===== config.mk =====
export PLATFORM = sky130hd
export DESIGN_NAME = disp_wr_engine
export DESIGN_NICKNAME = d
export VERILOG_FILES = /design/src/rtl/dwe_pkg.sv /design/src/rtl/dwe_tick_gen.sv /design/src/rtl/dwe_fifo.sv /design/src/rtl/dwe_beat_seq.sv /design/src/rtl/disp_wr_engine.sv
export SDC_FILE = /design/constraint.sdc
export NUM_CORES = 1
export LEC_CHECK = 0
export BUFFER_PORTS_ARGS = -buffer_cell sky130_fd_sc_hd__buf_2
export CAP_MARGIN = 15
export CORE_AREA = 2 2 136 138
export CTS_BUF_LIST = sky130_fd_sc_hd__clkbuf_4 sky130_fd_sc_hd__clkbuf_8
export DETAILED_ROUTE_END_ITERATION = 12
export DIE_AREA = 0 0 138 140
export MAX_ROUTING_LAYER = met4
export PLACE_DENSITY = 0.68
export SYNTH_ARGS = -nofsm -noshare
export SYNTH_HDL_FRONTEND = slang
export SYNTH_SLANG_ARGS = --single-unit

===== constraint.sdc =====
create_clock -name clk -period 4.3 [get_ports clk]
set_input_delay 0.645 -clock clk [delete_from_list [all_inputs] [get_ports clk]]
set_output_delay 0.645 -clock clk [all_outputs]
set_load 0.1 [all_outputs]

===== src/rtl/dwe_pkg.sv =====
package dwe_pkg;
  typedef enum logic [1:0] {SZ_8 = 2'd0, SZ_16 = 2'd1, SZ_32 = 2'd2} push_sz_e;
  typedef enum logic [1:0] {ST_IDLE, ST_LOW, ST_HIGH} beat_st_e;

  typedef struct packed {
    logic [1:0]  size;
    logic [31:0] data;
  } fifo_ent_t;

  // number of bus beats an entry expands into
  function automatic logic [2:0] beats_for(input logic [1:0] size, input logic wide);
    case (size)
      SZ_32:   beats_for = wide ? 3'd2 : 3'd4;
      SZ_16:   beats_for = wide ? 3'd1 : 3'd2;
      default: beats_for = 3'd1;
    endcase
  endfunction

  // counter load for the strobe-high phase: at least 3 ticks
  function automatic logic [5:0] high_load(input logic [5:0] ph1);
    high_load = (ph1 < 6'd2) ? 6'd2 : ph1;
  endfunction

  // bus value for beat idx of a word
  function automatic logic [15:0] lane(input logic [31:0] d, input logic wide, input logic [1:0] idx);
    if (wide) lane = idx[0] ? d[31:16] : d[15:0];
    else begin
      case (idx)
        2'd0:    lane = {8'h00, d[7:0]};
        2'd1:    lane = {8'h00, d[15:8]};
        2'd2:    lane = {8'h00, d[23:16]};
        default: lane = {8'h00, d[31:24]};
      endcase
    end
  endfunction

  // zero the bytes a short push does not carry
  function automatic logic [31:0] trim(input logic [31:0] d, input logic [1:0] size);
    case (size)
      SZ_8:    trim = {24'h0, d[7:0]};
      SZ_16:   trim = {16'h0, d[15:0]};
      default: trim = d;
    endcase
  endfunction
endpackage


===== src/rtl/dwe_tick_gen.sv =====
module dwe_tick_gen #(
  parameter int DIV_W = 3
) (
  input  logic             clk,
  input  logic             rst_n,
  input  logic [DIV_W-1:0] div,
  output logic             tick
);
  logic [DIV_W-1:0] cnt;

  assign tick = (cnt == div);

  always_ff @(posedge clk or negedge rst_n) begin
    if (!rst_n)    cnt <= '0;
    else if (tick) cnt <= '0;
    else           cnt <= cnt + 1'b1;
  end

  // with a divider above one, ticks never come back to back
  p_tick_spacing_r2: assert property (@(posedge clk) disable iff (!rst_n)
    (tick && div != '0 && $stable(div)) |=> !tick);
endmodule


===== src/rtl/dwe_fifo.sv =====
module dwe_fifo
  import dwe_pkg::*;
#(
  parameter int DEPTH = 4
) (
  input  logic      clk,
  input  logic      rst_n,
  input  logic      wr,
  input  fifo_ent_t wdata,
  input  logic      rd,
  output fifo_ent_t head,
  output logic      empty,
  output logic      full
);
  localparam int AW = (DEPTH > 1) ? $clog2(DEPTH) : 1;

  fifo_ent_t       mem [DEPTH];
  logic [AW-1:0]   wp, rp;
  logic [AW:0]     count;
  logic            do_wr, do_rd;

  assign empty = (count == '0);
  assign full  = (count == DEPTH[AW:0]);
  assign do_wr = wr && !full;
  assign do_rd = rd && !empty;
  assign head  = mem[rp];

  function automatic logic [AW-1:0] bump(input logic [AW-1:0] p);
    bump = (p == AW'(DEPTH - 1)) ? '0 : p + 1'b1;
  endfunction

  always_ff @(posedge clk or negedge rst_n) begin
    if (!rst_n) begin
      wp <= '0; rp <= '0; count <= '0;
      for (int i = 0; i < DEPTH; i++) mem[i] <= '0;
    end else begin
      if (do_wr) begin
        mem[wp] <= wdata;
        wp <= bump(wp);
      end
      if (do_rd) rp <= bump(rp);
      count <= count + (do_wr ? 1'b1 : 1'b0) - (do_rd ? 1'b1 : 1'b0);
    end
  end

  // occupancy bounded, and reads only come while data is present
  p_no_overflow_r8: assert property (@(posedge clk) disable iff (!rst_n)
    count <= DEPTH[AW:0]);
  p_no_underrun_r8: assert property (@(posedge clk) disable iff (!rst_n)
    rd |-> !empty);
endmodule


===== src/rtl/dwe_beat_seq.sv =====
module dwe_beat_seq
  import dwe_pkg::*;
#(
  parameter int PH_W = 6
) (
  input  logic            clk,
  input  logic            rst_n,
  input  logic            tick,
  input  logic            go,
  input  logic            have,
  input  fifo_ent_t       head,
  input  logic            wide,
  input  logic [PH_W-1:0] ph0,
  input  logic [PH_W-1:0] ph1,
  output logic            pop,
  output logic            busy,
  output logic            we_n,
  output logic [15:0]     bus_d
);
  beat_st_e        st;
  logic [PH_W-1:0] cnt;
  logic [1:0]      bidx;
  logic            phase_end, last_beat, start_word;

  assign phase_end  = tick && (cnt == '0);
  assign last_beat  = ({1'b0, bidx} + 3'd1) >= beats_for(head.size, wide);
  assign start_word = (st == ST_IDLE) && tick && go && have;
  assign pop        = (st == ST_HIGH) && phase_end && last_beat;
  assign busy       = (st != ST_IDLE);

  always_ff @(posedge clk or negedge rst_n) begin
    if (!rst_n) begin
      st <= ST_IDLE; cnt <= '0; bidx <= '0; we_n <= 1'b1; bus_d <= '0;
    end else begin
      case (st)
        ST_IDLE: if (start_word) begin
          bidx  <= '0;
          bus_d <= lane(head.data, wide, 2'd0);
          we_n  <= 1'b0;
          cnt   <= ph0;
          st    <= ST_LOW;
        end
        ST_LOW: if (tick) begin
          if (cnt == '0) begin
            we_n <= 1'b1;
            cnt  <= high_load(ph1);
            st   <= ST_HIGH;
          end else cnt <= cnt - 1'b1;
        end
        default: if (tick) begin
          if (cnt != '0) cnt <= cnt - 1'b1;
          else if (!last_beat) begin
            bidx  <= bidx + 1'b1;
            bus_d <= lane(head.data, wide, bidx + 1'b1);
            we_n  <= 1'b0;
            cnt   <= ph0;
            st    <= ST_LOW;
          end else st <= ST_IDLE;
        end
      endcase
    end
  end

  // data held steady through the strobe-low phase
  p_data_stable_r10: assert property (@(posedge clk) disable iff (!rst_n)
    (!we_n && $past(!we_n)) |-> $stable(bus_d));
  // strobe rises into a high phase of at least 3 ticks
  p_high_min_r3: assert property (@(posedge clk) disable iff (!rst_n)
    $rose(we_n) |-> (cnt >= PH_W'(2)));
endmodule


===== src/rtl/disp_wr_engine.sv =====
module disp_wr_engine
  import dwe_pkg::*;
#(
  parameter int DEPTH = 4,
  parameter int DIV_W = 3,
  parameter int PH_W  = 6
) (
  input  logic             clk,
  input  logic             rst_n,
  input  logic [DIV_W-1:0] cfg_div,
  input  logic             cfg_wide,
  input  logic [PH_W-1:0]  cfg_ph0,
  input  logic [PH_W-1:0]  cfg_ph1,
  input  logic             xfer_en,
  input  logic             push_valid,
  input  logic [1:0]       push_size,
  input  logic [31:0]      push_data,
  output logic             push_ready,
  output logic             cs_n,
  output logic             we_n,
  output logic [15:0]      bus_d,
  output logic             idle
);
  logic      tick, pop, busy, empty, full;
  fifo_ent_t head, wdata;

  assign wdata.size = push_size;
  assign wdata.data = trim(push_data, push_size);
  assign push_ready = !full;
  assign cs_n       = !(xfer_en || busy);
  assign idle       = empty && !busy;

  dwe_tick_gen #(.DIV_W(DIV_W)) u_tick (
    .clk(clk), .rst_n(rst_n), .div(cfg_div), .tick(tick));

  dwe_fifo #(.DEPTH(DEPTH)) u_fifo (
    .clk(clk), .rst_n(rst_n), .wr(push_valid), .wdata(wdata),
    .rd(pop), .head(head), .empty(empty), .full(full));

  dwe_beat_seq #(.PH_W(PH_W)) u_seq (
    .clk(clk), .rst_n(rst_n), .tick(tick), .go(xfer_en), .have(!empty),
    .head(head), .wide(cfg_wide), .ph0(cfg_ph0), .ph1(cfg_ph1),
    .pop(pop), .busy(busy), .we_n(we_n), .bus_d(bus_d));

  // strobe only inside an open chip select
  p_we_in_cs_r10: assert property (@(posedge clk) disable iff (!rst_n)
    !we_n |-> !cs_n);
  // an idle engine never strobes
  p_idle_quiet_r9: assert property (@(posedge clk) disable iff (!rst_n)
    idle |-> we_n);
  // no beat starts without the transfer enable
  p_hold_r7: assert property (@(posedge clk) disable iff (!rst_n)
    (!xfer_en && we_n) |=> we_n);
endmodule


# After elaboration in Yosys (flattened, before gate mapping)

Cells that the tools add are included.

Bits of input ports: 54
Register bits after elaboration: 173

Equality and inequality tests: 19
Mux-type cells: 51
Add/subtract/negate cells: 8
Reduce and logical (&&, ||, !) cells: 27
Bitwise operators: 3
Order comparisons: 5

Operator list:

| cell                | number |
|---|---|
| $bwmux 136          | 1 |
| $mux 16             | 7 |
| $mux 34             | 3 |
| $bmux 34 s2         | 1 |
| $demux 34 s2        | 1 |
| $pmux 32 s2         | 1 |
| $mux 6              | 7 |
| $pmux 16 s2         | 1 |
| $mux 2              | 12 |
| $pmux 8 s3          | 1 |
| $pmux 6 s2          | 1 |
| $eq 2x2->1 const B  | 5 |
| $logic_and 1x1->1   | 10 |
| $reduce_and 5->1    | 2 |
| $mux 1              | 9 |
| $eq 2x1->1 const B  | 4 |
| $ne 2x1->1 const B  | 4 |
| $pmux 2 s2          | 2 |
| $add 2x1->2 const B | 3 |
| $ge 3x3->1 const B  | 2 |
| $logic_not 2->1     | 3 |
| $logic_not 6->1     | 1 |
| $lt 6x2->1 const B  | 1 |
| $mux 3              | 2 |
| other kinds (24)    | 29 |

# Logic depth before layout (Yosys ltp)

Gate-level depths: netlist of the first run.

Word-level depth: 11
Gate-level depth with buffers: 15

# Hierarchy

A second synthesis of the first run with hierarchy kept.

Cell total of the unflattened synthesis: 1,154
Area, all modules: 12,211.7 µm²

Modules (own cells, without submodules):

| module         | cells an instance | area each (µm²) | times used |
|---|---|---|---|
| dwe_fifo       | 884               | 9,778.1         | 1 |
| dwe_beat_seq   | 226               | 2,065.7         | 1 |
| disp_wr_engine | 31                | 209.0           | 1 |
| dwe_tick_gen   | 13                | 158.9           | 1 |

# Worst setup path after synthesis of the first run

Ideal clock, no wire load.

Kind: register -> register
From: register u_fifo.rp[0]
To: register u_fifo.count[2]
Arrival: 3.166 ns
Cell stages (with the launch flop): 16
Path buffers: 2
Library setup time: 0.123 ns
Path slack: 1.012 ns
Period minus slack after synthesis: 3.288 ns
Path through: dfrtp_1 > buf_6 > buf_2 > mux4_2 > nor3b_1 > a21oi_1 > ha_1 > nand2_1 > o21ai_0 > nand3_1 > inv_1 > ha_1 > inv_1 > ha_1 > fa_1 > xnor2_1

Cells in the longest elaborated chain, start to end: 11
Elaborated cells on any way between the ends: 12
Classes of those cells: add/sub: 1; order compare: 1; eq/ne: 2; mux: 5; bitwise: 1; reduce/logical: 2

Ends and longest elaborated chain:

| item                                            | line               | text |
|---|---|---|
| from (decl)                                     | dwe_fifo.sv:18     | `logic [AW-1:0] wp, rp;` |
| from (signal assigned)                          | dwe_fifo.sv:41     | `if (do_rd) rp <= bump(rp);` |
| $not 2->3 (implied by the code) *               | dwe_fifo.sv:26     | `assign head = mem[rp];` |
| $bmux 34 s2 *                                   | dwe_fifo.sv:26     |  |
| $mux 34 (implied by the code) * (2 in series)   | dwe_fifo.sv:26     |  |
| $eq 2x1->1 / $eq 2x2->1 (equally long branches) | dwe_pkg.sv:12      | `case (size)` |
| $pmux 3 s2 *                                    | dwe_pkg.sv:12      |  |
| $ge 3x3->1 *                                    | dwe_beat_seq.sv:26 | `assign last_beat = ({1'b0, bidx} + 3'd1) >= beats_for(head.size, wide);` |
| $logic_and 1x1->1 *                             | dwe_beat_seq.sv:28 | `assign pop = (st == ST_HIGH) && phase_end && last_beat;` |
| $logic_and 1x1->1 *                             | dwe_fifo.sv:25     | `assign do_rd = rd && !empty;` |
| net u_fifo.do_rd                                | dwe_fifo.sv:20     | `logic do_wr, do_rd;` |
| $mux 1 *                                        | dwe_fifo.sv:42     | `count <= count + (do_wr ? 1'b1 : 1'b0) - (do_rd ? 1'b1 : 1'b0);` |
| $sub 3x3->3 *                                   | dwe_fifo.sv:42     |  |
| to (signal assigned)                            | dwe_fifo.sv:42     |  |
| to (decl)                                       | dwe_fifo.sv:19     | `logic [AW:0] count;` |

Mark *: on every way through the listed nets, which the timed path passes. The rest lies on a longest branch. The select of a mux whose other input is x is not followed.
A chain may end at the register's enable or synchronous reset.

# Worst setup path in the final report of the first run

Same ends and word-level chain as after synthesis.

==> impl_summary.log, run 1 <==
INFO  metric run_status = finished, final reports clean
INFO  metric finalHoldViolCount = 0
INFO  metric antenna_violating_nets_post_route = 0
INFO  metric row_count = 49
INFO  metric worst_ep_arrival_time = 3600 ps
INFO  metric vias_in_the_first_global_route = 6,317
INFO  metric grt_max_degree = 116
INFO  metric synthXorXnorAreaFrac = 0.00600
INFO  metric finalSetupViolations = 0
INFO  metric min_path_type = in -> async
INFO  metric global_route.usage.total = 0.226
INFO  metric die_height = 140 microns
INFO  metric num_io_pins = 74
INFO  metric netlist_area = 8760 sq um
INFO  metric final_min_period_over_clock_period = 0.756
INFO  metric initialDrtViolationCount = 513
INFO  metric rsz0062_at_grt = no
INFO  metric power.leakage = 4.32 nW
INFO  metric chipWidth = 138 microns
INFO  metric detailedPlacementHpwl = 13,600 microns
INFO  metric power_switching = 2.88 mW
INFO  metric synth_enable_flop_cells = 0
INFO  metric peak_ir_drop_on_the_vdd_network = 0.527 mV
INFO  metric tritoncts = yes
INFO  metric synth_sequential_area_ratio = 0.494
INFO  metric max-cap-violations = 0
INFO  metric flop_and_latch_count_out_of_synthesis = 173
INFO  metric rrSetupSlack = 1050 ps
INFO  metric path_clk_slew = 80 ps
INFO  metric cell_internal_pwr = 4.11 mW
INFO  metric netSwitchingFraction = 0.412
INFO  metric muxShareOfSynthArea = 0.174
INFO  metric global_route.peak_usage_layer = met1
INFO  metric core = 17,800 sq um
INFO  metric grt_util_met3 = 0.0362
INFO  metric clock_insertion_delay_worst_skew = 470 ps
INFO  metric share_comb_of_total_power = 0.431
INFO  metric regToRegStartpoint = u_fifo.rp[0]
INFO  metric gr-usage-met2 = 0.325
INFO  metric total_via_count_after_detailed_routing = 6,443
INFO  metric root_buffer = clkbuf_8
INFO  metric cts_buffer_depth = 2
INFO  metric cts_post_setup_buffers_inserted = 0
INFO  metric overflow = 0
INFO  metric avgSynthCellArea = 10.5 sq um
INFO  metric worstSetupStartpointType = flip-flop
INFO  metric end_kind = flip-flop
INFO  metric final.min_clock_period = 3250 ps
INFO  metric async_flop_share = 1.00
INFO  metric combinational_family_with_the_most_area_after_synthesis = multiplexers
INFO  metric synth-simple-area-share = 0.104
INFO  metric ctsResizeCount = 0
INFO  metric route.detailed.wl_per_inst = 18.1 microns
INFO  metric slew_margin_rel = 0.294
INFO  metric clock_buffer_count_from_cts = 17
INFO  metric final_layout_size_suffix_gt1_frac = 0.248
INFO  metric worst_clock_skew = 14.6 ps
INFO  metric endpoint_required_time_on_the_critical_path = 4650 ps
INFO  metric area_growth_syn_to_layout = 11.2%
INFO  metric via_per_inst = 5.71
INFO  metric place_worst_setup_slack = 1030 ps
INFO  metric synth_compound_area_frac = 0.156
INFO  metric synth_fa_ha_area_frac = 0.0280
INFO  metric initial_utilization = 0.493
INFO  metric htreeDepth = 4
INFO  metric seq_power_share = 0.394
INFO  metric synth_cell_types = 71
INFO  metric weighted_congestion_at_the_end_of_routability_driven_global_placement = 0.856
INFO  metric num_antenna_cells = 0
INFO  metric worst_slew_pin_tran = 1060 ps
INFO  metric postSynthCellCount = 835
INFO  metric setup.worst_path.class = reg -> reg
INFO  metric mappedNetlistNets = 908
INFO  metric maxSlewViolCount = 0
INFO  metric hold_slack = 129 ps
INFO  metric detail_route.first_pass.iterations = 5
INFO  metric timing.critical_path.fanout_max = 4
INFO  metric power_frac_clock = 0.175
INFO  metric postRouteWirelength = 20,400 microns
INFO  metric global_route.usage.met1 = 0.326
INFO  metric port_buffers = 73
INFO  metric num-nets-final = 960
INFO  metric dominantRegCellSynth = dfrtp_1
INFO  metric antenna_found_initial = 0
INFO  metric grt_first_pass_wirelength = 33,700 microns
INFO  metric ctsHoldBuffers = 0
INFO  metric ys.warnings.count = 0
INFO  metric remaining_drc_errors = 0
INFO  metric clock.fmax = 308 MHz
INFO  metric worst_slack = 1050 ps
INFO  metric clkSinkCount = 173
INFO  metric design.die.area = 19,300 sq um
INFO  metric crit_start = u_fifo.rp[0]
INFO  metric fin_setup_tns = 0 ps
INFO  metric powerDensity = 717 nW/um^2
-- layout by cell type (no fill, tap or decap), types with 5 or more instances in the layout --
| cell | instances |
|---|---|
| xnor2_1 | 5 |
| clkbuf_8 | 20 |
| nand2_1 | 148 |
| o21ai_0 | 137 |
| ha_1 | 18 |
| buf_4 | 13 |
| nor2_1 | 19 |
| mux2i_1 | 24 |
| o21ai_1 | 24 |
| o31ai_1 | 8 |
| clkbuf_4 | 5 |
| mux2_2 | 75 |
| a21oi_1 | 6 |
| dfrtp_1 | 170 |
| a222oi_1 | 8 |
| inv_1 | 16 |
| o221ai_1 | 8 |
| buf_2 | 72 |
| mux4_2 | 10 |
| mux2_1 | 15 |
| o22ai_1 | 9 |
| nand2b_1 | 5 |
-- through the flow --
stage	util	std cells	area, sq um	power [mW]
after global placement	0.523	1096	9290	5.69
after CTS	0.547	1128	9720	7.01
final	0.548	1129	9740	6.98
after global routing	0.548	1129	9740	7.48
after floorplan	-	835	8760	5.04
after detailed placement	0.523	1096	9290	5.78
-- metal layers --
layer | up-vias | share of wire
met5 | - | 0
li1 | 3086 | -
met1 | 3126 | 0.49
met3 | 29 | 0.051
met4 | 0 | 0.019
met2 | 202 | 0.44
-- area by class of cell --
class	count	area [sq um]
Fill cell	1560	8040
Inverter	16	60.1
Sequential cell	173	4330
Clock inverter	7	114
Multi-Input combinational cell	591	4120
Timing Repair Buffer	88	517
Tap cell	229	287
Clock buffer	25	313
-- worst max-delay path: stages, from the launching register on --
cell and delay [ps]:
dfrtp_2 420, mux4_2 530, nor3b_1 270, nor2_1 70, ha_1 280, nor2b_1 40, o21ai_0 350, nand3_1 230
inv_1 100, ha_1 130, inv_1 40, ha_1 180, fa_1 370, xnor2_1 130
-- logic make-up (layout without fill, tap and decap cells) --
kind of cell / Yosys count / after routing
AO/OA/AOI/OAI: 231 / 231
XOR/XNOR: 6 / 6
adder cells (fa/ha/maj): 19 / 19
buffers and inverters: 71 / 136
flip-flops: 173 / 173
multiplexers: 127 / 127
AND/OR/NAND/NOR: 208 / 208
-- flip-flops by register name, indices dropped and copies added (netlist names) --
signal        flops
u_fifo.wp         2
u_fifo.mem      136
u_seq.we_n        1
u_tick.cnt        3
u_fifo.count      3
u_fifo.rp         2
u_seq.cnt         6
u_seq.bidx        2
u_seq.bus_d      16
u_seq.st          2
-- cells in the mapped netlist, types with 2 or more instances --
master     number  share of area
ha_1           18          0.026
nor2_1         19         0.0081
o21ai_1        24          0.014
and2_1          4         0.0029
mux4_2         10          0.026
a222oi_1        8         0.0091
nor2b_1         3         0.0021
a211o_1         2         0.0020
a31oi_1         2         0.0014
clkbuf_1       34          0.015
nor3_1          4         0.0023
o221ai_1        8         0.0080
a2bb2oi_1       2         0.0020
dfrtp_1       172           0.49
o22ai_1         9         0.0064
nor3b_2         2         0.0029
mux2_4          3         0.0051
buf_2           7         0.0040
a211oi_1        4         0.0034
o21ai_0       137          0.078
mux2_2         75          0.096
o31ai_1         8         0.0069
nor4_1          2         0.0014
nand2b_1        5         0.0036
xnor2_1         5         0.0050
mux2_1         15          0.019
inv_1          16         0.0069
buf_1           5         0.0021
buf_4           3         0.0026
a21oi_1         6         0.0034
mux2i_1        24          0.027
buf_6           3         0.0039
o21a_1          3         0.0026
nand2_1       148          0.063
a21o_1          2         0.0017
nand3_1         8         0.0046
-- power groups by stage --
stage | Sequential, mW | Clock (mW) | Combinational (mW)
finish | 2.75 | 1.22 | 3.01
global placement | 2.75 | 0 | 2.94
CTS | 2.75 | 1.25 | 3.01
global route | 2.84 | 1.31 | 3.33
floorplan | 3.11 | 0 | 1.92
detailed placement | 2.78 | 0 | 3.00
-- final timing paths --
| path | end | cells past startpoint |
|---|---|---|
| setup / recovery | u_fifo.count[2] | 13 |
| hold / removal | u_tick.cnt[2] | 1 |
| setup reg to reg | u_fifo.count[2] | 13 |
| hold reg to reg | u_fifo.mem[99] | 2 |
| max in group asynchronous | u_fifo.mem[53] | 3 |
| min in group clk | u_fifo.mem[38] | 2 |
No activity file was read; power rests on OpenSTA's default activity.
==> run 2: changes to the inputs <==
- ABC_AREA: not set -> 1
- clock period: 4.3 -> 3 ns (I/O delays scaled with it)
==> impl_summary.log, run 2 <==
INFO  metric clock_insertion_delay_worst_skew = 480 ps (about the same)
INFO  metric postRouteWirelength = 23,100 microns (+13%)
INFO  metric htreeDepth = 4 (unchanged)
INFO  metric timing.critical_path.slowest_cell_delay = 470 ps (-60 ps)
INFO  metric synth_sequential_area_ratio = 0.490 (-0.00385)
INFO  metric worst_slew_pin_tran = 1010 ps (-47.9 ps)
INFO  metric remaining_drc_errors = 0 (unchanged)
INFO  metric detailedPlacementHpwl = 15,600 microns (+14%)
INFO  metric initial_utilization = 0.497 (+0.00387)
INFO  metric async_flop_share = 1.00 (unchanged)
INFO  metric fin_total_pwr = 9.93 mW (+42%)
INFO  metric post-synth-top-area-fraction = 0.487 (-0.00383)
INFO  metric dominantRegCellSynth = dfrtp_1
INFO  metric power_switching = 4.36 mW (+51%)
INFO  metric cell_internal_pwr = 5.58 mW (+36%)
INFO  metric setup.worst_path.class = reg -> reg
INFO  metric synth_cell_types = 32 (-55%)
INFO  metric finalHoldViolCount = 0 (unchanged)
INFO  metric area_growth_syn_to_layout = 12.6%
INFO  metric r2r_end = u_fifo.count[1]
INFO  metric via_per_inst = 5.23 (-8.3%)
INFO  metric synth_enable_flop_cells = 0 (unchanged)
INFO  metric final_layout_size_suffix_gt1_frac = 0.138 (-0.110)
INFO  metric top_cells_by_count_synth = nand2_1 (500), dfrtp_1 (172), nand3_1 (132)
INFO  metric synth_compound_area_frac = 0.0963 (-0.0602)
INFO  metric path_delay_family = adder cells
INFO  metric synth_top_area_cell = dfrtp_1
INFO  metric avgSynthCellArea = 7.49 sq um (-29%)
INFO  metric min_path_type = in -> reg
INFO  metric chipWidth = 138 microns (unchanged)
INFO  metric worst_clock_skew = 14.9 ps (+0.353 ps)
INFO  metric muxShareOfSynthArea = 0 (-0.174)
INFO  metric tritoncts = yes
INFO  metric worst_hold_startpoint = push_data[2]
INFO  metric endpoint_required_time_on_the_critical_path = 3350 ps (-1300 ps)
INFO  metric final_min_period_over_clock_period = 0.970 (+0.215)
INFO  metric ys.warnings.count = 0 (unchanged)
INFO  metric clkSinkCount = 173 (unchanged)
INFO  metric netlist_area = 8830 sq um (+0.79%)
INFO  metric netSwitchingFraction = 0.439 (+0.0263)
INFO  metric seq_power_share = 0.395 (about the same)
INFO  metric end_kind = flip-flop
INFO  metric die_height = 140 microns (unchanged)
INFO  metric slew_margin_rel = 0.326 (+0.0324)
INFO  metric route.detailed.wl_per_inst = 15.7 microns (-13%)
INFO  metric cp_slowest_cell = dfrtp_2
INFO  metric worst_ep_arrival_time = 3260 ps (-340 ps)
INFO  metric worstSetupStartpointType = flip-flop
INFO  metric yosys.cell_count.top_type = nand2_1
INFO  metric max-cap-violations = 0 (unchanged)
INFO  metric rrSetupSlack = 90 ps (-960 ps)
INFO  metric regMostFlops = u_fifo.mem
INFO  metric peak_ir_drop_on_the_vdd_network = 0.572 mV (+8.5%)
INFO  metric clock.fmax = 344 MHz (+12%)
INFO  metric largest_register_ff_count = 136 (unchanged)
INFO  metric maxSlewViolCount = 0 (unchanged)
INFO  metric antenna_found_initial = 0 (unchanged)
INFO  metric row_count = 49 (unchanged)
INFO  metric finalSetupViolations = 0 (unchanged)
INFO  metric cts_buffer_depth = 2 (unchanged)
INFO  metric cell_types_with_the_largest_area_share_after_synthesis = dfrtp_1 (49%), nand2_1 (21%), nand3_1 (7.5%)
INFO  metric root_buffer = clkbuf_8
INFO  metric num-nets-final = 1,305 (+36%)
INFO  metric clock_buffer_count_from_cts = 17 (unchanged)
INFO  metric rsz0062_at_grt = yes
INFO  metric regToRegStartpoint = u_fifo.rp[0]
INFO  metric overflow = 0 (unchanged)
INFO  metric synthXorXnorAreaFrac = 0.00694 (+0.000945)
INFO  metric dp_cells = 1,439 (+31%)
INFO  metric layout.cells.most_common_list = nand2_1 (493), dfrtp_1 (170), nand3_1 (126)
INFO  metric worst_slack = 89.0 ps (-962 ps)
INFO  metric combinational_family_with_the_most_area_after_synthesis = simple AND/OR/NAND/NOR gates
INFO  metric global_route.usage.total = 0.256 (+0.0303)
INFO  metric vias_in_the_first_global_route = 7,355 (+16%)
INFO  metric critPathBufInv = 4 (+2)
INFO  metric num_io_pins = 74 (unchanged)
INFO  metric initialDrtViolationCount = 774 (+51%)
INFO  metric mappedNetlistNets = 1,252 (+38%)
INFO  metric total_via_count_after_detailed_routing = 7,712 (+20%)
INFO  metric hold_depth = 3
INFO  metric postSynthCellCount = 1,179 (+41%)
INFO  metric timing.critical_path.cells = inv_4 -> nand2_2 -> nand3_2 -> nand2_2 -> a21oi_2 -> nand2_1 -> o21ai_1 -> inv_1 -> ha_4 -> nand3_2 -> nand3_2 -> nand2_2 -> nor2_4 -> nand4_1 -> inv_1 -> ha_1 -> inv_1 -> ha_2 -> fa_2
INFO  metric synth_fa_ha_area_frac = 0.0278 (-0.000218)
INFO  metric antenna_violating_nets_post_route = 0 (unchanged)
INFO  metric final.min_clock_period = 2910 ps (-338 ps)
INFO  metric design.die.area = 19,300 sq um (unchanged)
INFO  metric powerDensity = 999 nW/um^2 (+39%)
INFO  metric share_comb_of_total_power = 0.426 (-0.005)
INFO  metric place_worst_setup_slack = 80.6 ps (-952 ps)
INFO  metric power.leakage = 5.14 nW (+19%)
INFO  metric layout.cells.non_filler = 1,474 (+31%)
INFO  metric timing.reg2reg.worst_path_depth = 19 (+6)
INFO  metric most_common_cell_after_layout_fill_and_taps_aside = nand2_1
INFO  metric port_buffers = 73 (unchanged)
INFO  metric grt_max_degree = 67 (-42%)
INFO  metric timing.critical_path.fanout_max = 6 (+2)
INFO  metric flop_and_latch_count_out_of_synthesis = 173 (unchanged)
INFO  metric grt_first_pass_wirelength = 38,500 microns (+14%)
INFO  metric power_frac_clock = 0.178 (+0.003)
INFO  metric hold_slack = 277 ps (+148 ps)
INFO  metric core = 17,800 sq um (unchanged)
INFO  metric path_clk_slew = 100 ps (+20 ps)
INFO  metric synth-simple-area-share = 0.321 (+0.217)
INFO  metric largestRegisters = u_fifo.mem (136), u_seq.bus_d (16), u_seq.cnt (6)
INFO  metric timing.hold.worst_endpoint = u_fifo.mem[36]
INFO  metric detail_route.first_pass.iterations = 5 (unchanged)
INFO  metric run_status = finished, final reports clean
INFO  metric num_antenna_cells = 0 (unchanged)
INFO  metric weighted_congestion_at_the_end_of_routability_driven_global_placement = 0.914 (+6.8%)
[run 2: cell types whose count changed after synthesis, sizes merged, moves of 24 or more]
cell   previous run  this run
mux2             93         0
o21ai           161       133
inv              16        56
nand3             8       132
a21oi             6        31
nand2           149       505
mux2i            24         0
[run 2: kinds of logic (layout without fill, tap and decap cells)]
logic type,count (synthesis),count (layout)
AOI/OAI and AO/OA,167,167
xor gates and xnor gates,7,7
adders and majority gates,19,19
buffers and inverters,121,187
DFF,173,173
and+or+nand+nor,692,692
[run 2: how the worst max path moves through the flow]
| stage | start | to | slack [ps] | cells after the start |
|---|---|---|---|---|
| floorplan | u_fifo.rp[0] | u_fifo.count[2] | -10 | 23 |
| global placement | u_fifo.rp[0] | u_fifo.count[2] | 160 | 20 |
| detailed placement | u_fifo.rp[0] | u_fifo.count[2] | 80 | 20 |
| CTS | u_fifo.rp[0] | u_fifo.count[1] | 30 | 19 |
| global route | u_fifo.rp[0] | u_fifo.count[1] | -70 | 19 |
| finish | u_fifo.rp[0] | u_fifo.count[1] | 90 | 19 |
[run 2: power by group through the flow]
stage | sequential (mW) | combinational (mW) | clock, mW
final | 3.93 | 4.24 | 1.77
after global routing | 4.06 | 4.81 | 1.90
after CTS | 3.91 | 4.16 | 1.80
after detailed placement | 3.95 | 4.14 | 0
after global placement | 3.92 | 4.06 | 0
after floorplan | 4.24 | 2.70 | 0
[run 2: routing by layer]
metal	GRT usage	vias up	routed length (microns)
met5	-	-	0
met4	0.0768	0	457
met3	0.0390	29	1130
met2	0.394	204	10800
met1	0.355	3598	10700
li1	-	3881	-
[run 2: timing repair]
action | 4_1_cts | 5_1_grt
endpoints found under the setup margin | 0 | 4
resized for setup | 0 | 16
hold endpoints to repair | 52 | 0
setup buffers | 0 | 2
hold buffers | 1 | 0
[run 2: final cells by class]
| class | instances | area, sq um |
|---|---|---|
| clock buffer | 18 | 248 |
| sequential | 173 | 4330 |
| timing repair buffer | 97 | 592 |
| tap | 229 | 287 |
| clock inverter | 14 | 181 |
| multi-input combinational | 885 | 4090 |
| fill | 1698 | 7830 |
| inverter | 58 | 221 |
[run 2: per-stage QoR]
| step | TNS [ps] | area, sq um | util |
|---|---|---|---|
| 2_1_floorplan | -10.6 | 8870 | - |
| 3_3_place_gp | 0 | 9420 | 0.530 |
| 3_5_place_dp | 0 | 9420 | 0.530 |
| 4_1_cts | 0 | 9860 | 0.554 |
| 5_1_grt | -123 | 9950 | 0.559 |
| 6_report | 0 | 9950 | 0.559 |
[run 2: worst register-to-register path, delay by kind of cell, from the launching register on]
| kind | cells | cell delay (ps) |
|---|---|---|
| buffers and inverters | 4 | 330 |
| AOI/OAI and AO/OA | 2 | 170 |
| and+or+nand+nor | 9 | 720 |
| DFF | 1 | 470 |
| adders and majority gates | 4 | 1100 |
